File: config.mk
export PLATFORM = sky130hd
export DESIGN_NAME = fp_cmd_arbiter
export DESIGN_NICKNAME = d
export VERILOG_FILES = /design/src/rtl/fp_cmd_arbiter.sv
export SDC_FILE = /design/constraint.sdc
export NUM_CORES = 1
export LEC_CHECK = 0
export BUFFER_PORTS_ARGS = -buffer_cell sky130_fd_sc_hd__buf_2
export CAP_MARGIN = 15
export CORE_ASPECT_RATIO = 0.75
export CORE_MARGIN = 2
export CORE_UTILIZATION = 52
export CTS_CLUSTER_SIZE = 24
export DETAILED_ROUTE_END_ITERATION = 12
export PLACE_DENSITY_LB_ADDON = 0.15
export SYNTH_ARGS = -nofsm -noshare
export SYNTH_HDL_FRONTEND = slang
export SYNTH_SLANG_ARGS = --single-unit
File: constraint.sdc
create_clock -name clk -period 5.41 [get_ports clk]
set_input_delay 0.541 -clock clk [delete_from_list [all_inputs] [get_ports clk]]
set_output_delay 0.541 -clock clk [all_outputs]
set_load 0.005 [all_outputs]
File: src/rtl/fp_cmd_arbiter.sv
module fp_cmd_arbiter #(
  parameter int NQ = 6,
  parameter int NB = 2,
  parameter int ZJ_CYC = 13,
  localparam int IW = $clog2(NQ),
  localparam int BW = (NB > 1) ? $clog2(NB) : 1,
  localparam int ZW = $clog2(ZJ_CYC + 1)
) (
  input  logic            clk,
  input  logic            rst_n,
  input  logic [NQ-1:0]   sw_trig,
  input  logic [NQ-1:0]   hw_trig,
  input  logic [NQ-1:0]   hw_en,
  input  logic [2*NQ-1:0] hw_mode,
  input  logic [NQ-1:0]   q_nonempty,
  input  logic [NQ*BW-1:0] q_dest,
  input  logic [NQ-1:0]   q_eog,
  input  logic [NB-1:0]   buf_free,
  input  logic            adc_tick,
  input  logic            cmd_rdy,
  output logic [IW-1:0]   gnt_idx,
  output logic            cmd_vld,
  output logic            abort,
  output logic            zj_start,
  output logic            coh_irq,
  output logic [IW-1:0]   coh_qid
);
  logic [NQ-1:0] armed, hw_prev, hw_evt, trig, elig;
  logic [ZW-1:0] zcnt;
  logic [IW-1:0] win, grp_q, grp_q_nx;
  logic zwait, grp_open, grp_open_nx, win_vld, zj_fire, accept, reeval, breaks;

  for (genvar i = 0; i < NQ; i++) begin : g_q
    logic ev;
    always_comb begin
      case (hw_mode[2*i +: 2])
        2'b00:   ev = hw_trig[i] & ~hw_prev[i];
        2'b01:   ev = ~hw_trig[i] & hw_prev[i];
        2'b10:   ev = hw_trig[i];
        default: ev = ~hw_trig[i];
      endcase
    end
    assign hw_evt[i] = hw_en[i] & ev;
    assign elig[i] = armed[i] & q_nonempty[i] & buf_free[q_dest[i*BW +: BW]];
  end

  always_comb begin
    win = '0;
    for (int i = NQ - 1; i >= 0; i--)
      if (elig[i]) win = IW'(i);
  end

  assign win_vld     = |elig;
  assign trig        = sw_trig | hw_evt;
  assign zj_fire     = trig[0] & ~armed[0] & ~zwait;
  assign accept      = cmd_vld & cmd_rdy;
  assign reeval      = ~cmd_vld | cmd_rdy;
  assign grp_open_nx = accept ? ~q_eog[gnt_idx] : grp_open;
  assign grp_q_nx    = accept ? gnt_idx : grp_q;
  assign breaks      = reeval & win_vld & grp_open_nx & (win != grp_q_nx);

  always_ff @(posedge clk) begin
    if (!rst_n) begin
      armed    <= '0;
      hw_prev  <= '0;
      zwait    <= 1'b0;
      zcnt     <= '0;
      grp_open <= 1'b0;
      grp_q    <= '0;
      gnt_idx  <= '0;
      cmd_vld  <= 1'b0;
      abort    <= 1'b0;
      zj_start <= 1'b0;
      coh_irq  <= 1'b0;
      coh_qid  <= '0;
    end else begin
      hw_prev  <= hw_trig;
      armed    <= (armed & q_nonempty) | trig;
      abort    <= zj_fire;
      zj_start <= 1'b0;
      coh_irq  <= 1'b0;
      grp_open <= grp_open_nx;
      grp_q    <= grp_q_nx;
      if (zj_fire) begin
        zwait    <= 1'b1;
        zcnt     <= ZW'(ZJ_CYC - 1);
        cmd_vld  <= 1'b0;
        grp_open <= 1'b0;
        if (grp_open_nx) begin
          coh_irq <= 1'b1;
          coh_qid <= grp_q_nx;
        end
      end else if (zwait) begin
        if (zcnt != '0) zcnt <= zcnt - 1'b1;
        else if (adc_tick) begin
          zwait    <= 1'b0;
          zj_start <= 1'b1;
        end
      end else if (reeval) begin
        cmd_vld <= win_vld;
        if (win_vld) gnt_idx <= win;
        if (breaks) begin
          coh_irq  <= 1'b1;
          coh_qid  <= grp_q_nx;
          grp_open <= 1'b0;
        end
      end
    end
  end
endmodule

==> results.tsv, run 1 <==
metric	value	unit
whs	0.4811	ns
yosys.area_share.simple	20.96	%
worstMarginPinSlew	0.5237	ns
syn_area_per_cell	9.089	µm²
drt-total-wl	3401	µm
cp_data_arrival_time	2.25	ns
synth_top_area_share	38.36	%
synth_compound_area_share	18.10	%
synth.most_common_cell	dfxtp_1	
die_area	3578	µm²
ys_async_sr_fraction	0	%
fin_crit	2.097	ns
cp.depth	8	
drive_gt1_share	33.47	%
core-area	2957	µm²
place.gp.congestion	0.8270	
slew_headroom	64.87	%
required	5.57	ns
tns	0	ns
synth_common_cells	dfxtp_1, nor2_1, a21oi_1, nand2_1, mux2i_1	
cpMaxStageDelayCell	mux2i_1	
setup_viol	0	
grt_max_degree	20	
synth_xor_area_share	8.662	%
n_antenna_cell	0	
powerDensity	284.0	nW/µm²
rr_startpoint	cmd_vld	
synth_area_leader_cell	dfxtp_1	
ys_top_cells_by_area	dfxtp_1, mux2i_1, a21oi_1	
fp.dieW	68.41	µm
outcome	finished clean	
power.leakage	0.9516	nW
ys_types	42	
path_cells	buf_2, nand2_4, mux2i_1, nor4b_1, a21oi_1, a31oi_2, o21ai_0, nor3b_1	
critical_path_class	input pin to flop	
end_kind	flop	
endpoint	coh_irq	
postCtsSetupRepairBufs	0	
cpPeakStageDelay	0.42	ns
final_cell_count_no_fill	283	
period_share	38.77	%
cts_max_level	2	
die_y	52.31	µm
synth_ff_type	dfxtp_1	
netlist_area	1618	µm²
reg2reg_to	coh_irq	
start_kind	input pin	
nets	300	
globalRouteTotalUtil	21.85	%
synth_top_family_by_area	simple AND/OR/NAND/NOR gates	
reg2reg_slack	3.32	ns
synthAdderAreaFrac	1.547	%
syn_inst	178	
ios	64	
clk_latency	0.28	ns
worstPathMaxFanout	6	
ys_seq_area_share	38.36	%
synth_nets	234	
grt_pass1_wl	5651	µm
synth_edf_count	0	
cts-buffers-inserted	5	
hpwlAfterDp	2609	µm
yosysWarnings	0	
placed_cells	275	
hp-class	input pin to flop	
syn_to_final_growth	28.77	%
utilization	70.46	%
drtIter0Drc	49	
rr_worst_depth	7	
clk_path_buf_depth	2	
drtPass1Iterations	4	
drc	0	
total_power	591.6	µW
ant_nets	0	
cts_hold_buf	0	
tritoncts	done	
post_drt_wl_per_cell	12.02	µm
maxCapViolations	0	
grt.overflow.total	0	
synth-seq-cells	31	
io_buffers	63	
start_util	54.72	%
final_hold_viol_count	0	
peakVddDrop	0.0001962	V
cts_resized	0	
synth_mux_area_share	10.29	%
clock_sinks	31	
slew_violations	0	
rsz0062_at_grt	false	
clock_skew	0.006316	ns
detailroute.via_count	1494	
crit_path_start	cmd_rdy	
clkTransAtPathRegs	0.06	ns
critPathBufInv	1	
cts-root-buf	clkbuf_8	
timing.fmax	476.8	MHz
rows	17	
vias_per_cell	5.279	
grt_pass1_vias	1290	
antenna_found_initial	0	
crit_family	simple AND/OR/NAND/NOR gates	
## final cells by class
type                            instances  area, µm²
Fill cell                             237      873.3
Tap cell                               38      47.55
Clock buffer                            6      82.58
Multi-Input combinational cell        138      963.4
Sequential cell                        31      620.6
Timing Repair Buffer                   63      315.3
Clock inverter                          2      35.03
Inverter                                5      18.77
## worst min-delay path by stage
| stage | from | end | slack [ns] | cells after the start |
|---|---|---|---|---|
| finish | hw_trig[3] | hw_prev[3] | 0.48 | 2 |
| floorplan | zwait | zj_start | 0.46 | 2 |
| global placement | zwait | zj_start | 0.49 | 2 |
| CTS | hw_trig[3] | hw_prev[3] | 0.47 | 2 |
| global route | hw_trig[0] | hw_prev[0] | 0.48 | 2 |
| detailed placement | zwait | zj_start | 0.49 | 2 |
## worst register-to-register path: stages (launching register included)
cell and delay, ns:
dfxtp_1 0.41, nand2_4 0.12, mux2i_1 0.38, nor4b_1 0.30, a21oi_1 0.08, a31oi_2 0.30
o21ai_0 0.19, nor3b_1 0.17
## kinds of logic after synthesis
kind of cell,count (synthesis)
XOR/XNOR,16
adder cells (fa/ha/maj),2
AND/OR/NAND/NOR,63
multiplexers,15
flip-flops,31
buffers and inverters,9
AO/OA/AOI/OAI,42
## cell usage in the layout, fill, tap and decap left out, drive strengths merged, types with 3 or more instances in the layout
cell and instances:
nor3 3, xor2 8, nand2 13, mux2 3, nand3 6, and2 8, o21ai 5, a211oi 4
xnor2 8, nor2 16, buf 63, a21oi 16, mux2i 11, inv 4, o211ai 7, clkbuf 6
nor3b 3, and3 5, dfxtp 31
## metal layers
layer	vias to the layer above	track usage [%]	wire, µm
met5	-	0	0
met4	0	10.00	55
met3	8	6.452	309
met2	63	31.73	1382
met1	646	29.52	1653
li1	777	-	-
## where the power goes
part	leakage [nW]	switching (mW)	total, mW	internal (mW)
sequential	0.255	0.0102	0.253	0.242
clock	0.0612	0.0830	0.232	0.149
combinational	0.636	0.0555	0.107	0.0518
## through the flow
| stage | setup WS, ns | area, µm² |
|---|---|---|
| after floorplan | 3.285 | 1618 |
| after global placement | 3.045 | 1966 |
| after detailed placement | 3.039 | 1966 |
| after CTS | 3.298 | 2083 |
| after global routing | 3.156 | 2083 |
| final | 3.313 | 2083 |
## state kept, by name (all words and copies together) (netlist names)
register and cells:
grp_open 1, zwait 1, armed 6, grp_q 3, coh_irq 1, zcnt 4, gnt_idx 3, coh_qid 3
abort 1, cmd_vld 1, zj_start 1, hw_prev 6
No activity file was read; power rests on OpenSTA's default activity.
==> run 2: changes to the inputs <==
--- a/config.mk
+++ b/config.mk
@@ -9,7 +9,7 @@
 export CAP_MARGIN = 15
 export CORE_ASPECT_RATIO = 0.75
 export CORE_MARGIN = 2
-export CORE_UTILIZATION = 52
+export CORE_UTILIZATION = 43
 export CTS_CLUSTER_SIZE = 24
 export DETAILED_ROUTE_END_ITERATION = 12
 export PLACE_DENSITY_LB_ADDON = 0.15
==> constraint.sdc (replaced) <==
create_clock -name clk -period 1.9 [get_ports clk]
set_input_delay 0.19 -clock clk [delete_from_list [all_inputs] [get_ports clk]]
set_output_delay 0.19 -clock clk [all_outputs]
set_load 0.005 [all_outputs]
==> run 2 against run 1 <==
First-iteration DRC count increased by 47%. Setup slack got worse by 3.3 ns. Cell count grew 11%. Non-clock buffer count is 17 higher. Count of clock-buffer cells in the layout increased by 2. Wire length up 16%. Global-route usage down 2.8 points.
==> results.tsv, run 2 (synthesized netlist as in run 1, its figures left out) <==
metric	value	unit
post_drt_wl_per_cell	12.57	µm
cts_max_level	2	
peakVddDrop	0.0004310	V
detailroute.via_count	1599	
rr_worst_depth	7	
drive_gt1_share	43.89	%
total_power	1.681	mW
slew_violations	0	
drtIter0Drc	72	
worstPathMaxFanout	6	
grt.overflow.total	0	
maxCapViolations	0	
cts-buffers-inserted	5	
critical_path_class	flop to flop	
core-area	3637	µm²
die_area	4274	µm²
reg2reg_slack	0.06	ns
io_buffers	63	
setup_viol	0	
cts_hold_buf	0	
rows	19	
ant_nets	0	
timing.fmax	543.6	MHz
tritoncts	done	
final_cell_mix	buf_2, dfxtp_1, buf_4, nor2_1, a21oi_1	
hpwlAfterDp	2940	µm
hp-class	input pin to flop	
clkTransAtPathRegs	0.06	ns
ios	64	
final_hold_viol_count	0	
nets	317	
clk_latency	0.28	ns
grt_max_degree	19	
period_share	96.82	%
place.gp.congestion	0.8242	
top_regs	armed (6), hw_prev (6), zcnt (4)	
grt_pass1_wl	6244	µm
power.leakage	1.066	nW
cts-root-buf	clkbuf_8	
rr_startpoint	armed[1]	
clk_path_buf_depth	2	
clock_sinks	31	
fp.dieW	74.83	µm
outcome	finished clean	
worstHoldStart	hw_trig[1]	
end_kind	flop	
reg2reg_to	coh_qid[2]	
powerDensity	715.2	nW/µm²
grt_pass1_vias	1453	
drc	0	
die_y	57.12	µm
drt-total-wl	3946	µm
n_antenna_cell	0	
hold_end	hw_prev[1]	
hold_depth	2	
required	2.12	ns
clock_skew	0.001849	ns
syn_to_final_growth	45.32	%
antenna_found_initial	0	
start_util	44.48	%
globalRouteTotalUtil	19.04	%
vias_per_cell	5.092	
tns	0	ns
fin_crit	1.840	ns
start_kind	flop	
drtPass1Iterations	4	
cp_data_arrival_time	2.06	ns
final_common_cell	buf_2	
worstMarginPinSlew	0.4001	ns
slew_headroom	72.56	%
[run 2: worst max path at each step]
stage | startpoint | slack (ns) | to
CTS | cmd_vld | 0.002 | coh_qid[0]
floorplan | gnt_idx[0] | 0.03 | coh_qid[2]
global placement | q_dest[1] | -0.03 | coh_qid[0]
detailed placement | armed[5] | -0.09 | coh_qid[2]
global route | armed[2] | -0.05 | coh_qid[2]
finish | armed[1] | 0.06 | coh_qid[2]
[run 2: per-stage QoR]
step | cells | cell area [µm²] | setup WS (ns) | hold WS [ns] | utilization (%)
2_1_floorplan | 178 | 1622 | 0.02823 | 0.3117 | -
3_5_place_dp | 304 | 2112 | -0.08817 | 0.4234 | 58.07
4_1_cts | 313 | 2227 | 0.002389 | 0.1344 | 61.23
6_report | 314 | 2351 | 0.06045 | 0.1369 | 64.64
5_1_grt | 314 | 2351 | -0.05485 | 0.1425 | 64.64
3_3_place_gp | 304 | 2112 | -0.03422 | 0.4171 | 58.07
[run 2: where the power goes]
part / switching, mW / internal, mW / leakage, nW
clock: 0.234 / 0.330 / 0.0515
combinational: 0.193 / 0.208 / 0.758
sequential: 0.0267 / 0.690 / 0.256
[run 2: final cells by class]
| cell class | instances | area [µm²] |
|---|---|---|
| timing repair buffer | 80 | 455.4 |
| multi-input combinational | 138 | 1085 |
| inverter | 5 | 18.77 |
| tap | 52 | 65.06 |
| fill | 311 | 1286 |
| clock buffer | 8 | 100.1 |
| sequential | 31 | 626.9 |
[run 2: worst max-delay path, cell delays in order (launching register included)]
cell	delay, ns
dfxtp_1	0.32
and2_4	0.18
a211oi_2	0.08
a211oi_2	0.29
xnor2_1	0.21
a31oi_4	0.09
or4b_1	0.54
nand3_1	0.07
[run 2: per-layer routing]
metal	up-vias	wire length [µm]	track usage, %
met5	-	0	0
met4	0	43	5.357
met3	5	219	5.830
met2	44	1790	28.45
met1	739	1893	26.66
li1	811	-	-
[run 2: timing repair]
action / 4_1_cts / 5_1_grt
pin swaps: 3 / 9
endpoints found under the hold margin: 0 / 0
setup buffers: 1 / 1
endpoints found under the setup margin: 4 / 8
resized for setup: 3 / 23
==> run 3: changes to the inputs <==
--- a/config.mk
+++ b/config.mk
@@ -7,10 +7,9 @@
 export LEC_CHECK = 0
 export BUFFER_PORTS_ARGS = -buffer_cell sky130_fd_sc_hd__buf_2
 export CAP_MARGIN = 15
-export CORE_ASPECT_RATIO = 0.75
+export CORE_ASPECT_RATIO = 1.4
 export CORE_MARGIN = 2
 export CORE_UTILIZATION = 43
-export CTS_CLUSTER_SIZE = 24
 export DETAILED_ROUTE_END_ITERATION = 12
 export PLACE_DENSITY_LB_ADDON = 0.15
 export SYNTH_ARGS = -nofsm -noshare
==> run 3 against run 2 <==
Sequential cell count unchanged. Worst hold slack worse by 0.0084 ns. Count of clock-buffer cells in the layout down 2. Clock skew grew 0.0013 ns. Final area decreased by 0.69%. Sequential share of layout area rose by 0.19 points. Largest cell class unchanged. Die area is essentially flat. Register-to-register slack got worse by 0.02 ns. Power is 6.0% higher. Cell count decreased by 1.9%. Setup slack worse by 0.022 ns. Combinational power down 3%. Largest power group unchanged. Highest routed layer unchanged.
==> results.tsv, run 3 (synthesized netlist as in run 1, its figures left out) <==
metric	value	unit
top_regs	armed (6), hw_prev (6), zcnt (4)	
die_y	76.58	µm
maxCapViolations	0	
utilization	64.08	%
peakVddDrop	0.0004923	V
ios	64	
clock_sinks	31	
drtIter0Drc	24	
cts-root-buf	clkbuf_8	
die_area	4276	µm²
core-area	3643	µm²
clkTransAtPathRegs	0.07	ns
power.leakage	1.069	nW
slew_violations	0	
fin_ws	0.03846	ns
rsz0062_at_grt	true	
cpMaxStageDelayCell	or4b_1	
outcome	finished clean	
io_buffers	63	
post-place-ws	-0.06986	ns
place.gp.congestion	0.7724	
tritoncts	done	
final_hold_viol_count	0	
critPathBufInv	0	
clock_skew	0.003189	ns
final_common_cell	buf_2	
drc	0	
detailroute.via_count	1614	
setup_viol	0	
period_share	97.98	%
globalRouteTotalUtil	19.46	%
tns	0	ns
hpwlAfterDp	2994	µm
post_drt_wl_per_cell	12.89	µm
placed_cells	297	
end_kind	flop	
crit_family	simple AND/OR/NAND/NOR gates	
fillers	339	
drive_gt1_share	45.49	%
clk_path_buf_depth	2	
grt.overflow.total	0	
cpPeakStageDelay	0.52	ns
final_cell_mix	buf_2, dfxtp_1, buf_4, nor2_1, a21oi_1	
rows	26	
drtPass1Iterations	4	
cts-buffers-inserted	5	
critical_path_class	flop to flop	
antenna_found_initial	0	
grt_max_degree	19	
drt-total-wl	3969	µm
worstPathMaxFanout	4	
timing.fmax	537.2	MHz
path_cells	mux4_2, nor2b_4, a211oi_2, a21oi_2, or4b_1, nand3_1	
vias_per_cell	5.240	
final_cell_count_no_fill	308	
required	2.13	ns
slew_headroom	75.07	%
cp_data_arrival_time	2.09	ns
grt_pass1_wl	6713	µm
worstMarginPinSlew	0.3636	ns
start_util	44.40	%
grt_pass1_vias	1599	
hp-class	input pin to flop	
start_kind	flop	
clk_latency	0.28	ns
fin_crit	1.862	ns
syn_to_final_growth	44.32	%
n_antenna_cell	0	
fp.dieW	55.84	µm
cts_max_level	2	
nets	321	
powerDensity	763.1	nW/µm²
ant_nets	0	
run 3: where the power goes:
group | leakage [nW] | internal [mW] | total (mW) | switching [mW]
logic | 0.752 | 0.202 | 0.389 | 0.187
registers | 0.256 | 0.690 | 0.715 | 0.0252
clock network | 0.0612 | 0.424 | 0.677 | 0.253
run 3: cell type report:
type,instances,area (µm²),area share [%]
flip-flops and latches,31,626.9,26.85
repair buffers,84,473.0,20.26
inverters,5,18.77,0.8039
multi-input cells,138,1046,44.80
clock inverters,2,35.03,1.501
clock buffers,6,82.58,3.537
well taps,42,52.55,2.251
run 3: metal layers:
| layer | vias to the layer above | global-route usage [%] | wire length (µm) |
|---|---|---|---|
| li1 | 815 | - | - |
| met4 | 0 | 6.905 | 46 |
| met3 | 6 | 4.924 | 210 |
| met5 | - | 0 | 0 |
| met2 | 54 | 35.24 | 2068 |
| met1 | 739 | 21.65 | 1643 |
run 3: per-stage QoR:
step	hold slack (ns)	power (mW)	instance area, µm²
2_1_floorplan	0.3117	0.9276	1622
3_3_place_gp	0.4167	1.071	2110
3_5_place_dp	0.4217	1.073	2110
4_1_cts	0.1196	1.765	2241
5_1_grt	0.1308	1.868	2335
6_report	0.1286	1.782	2335
run 3: worst paths after layout:
check,start,to,slack [ns],cells past startpoint
worst max-delay path,gnt_idx[0],coh_qid[2],0.04,6
worst min-delay path,hw_trig[1],hw_prev[1],0.13,2
worst max register to register,gnt_idx[0],coh_qid[2],0.04,6
worst min register to register,coh_qid[0],coh_qid[0],0.49,2
run 3: repair_timing:
action                                  4_1_cts  5_1_grt
pin swaps                                     0        7
hold buffers                                  0        0
endpoints found under the setup margin        2        8
setup buffers                                 0        3
gates resized for setup                       2       19
run 3: worst reg2reg max path, stage by stage, from the launching register on:
cell	delay (ns)
dfxtp_4	0.35
mux4_2	0.48
nor2b_4	0.14
a211oi_2	0.15
a21oi_2	0.08
or4b_1	0.52
nand3_1	0.09
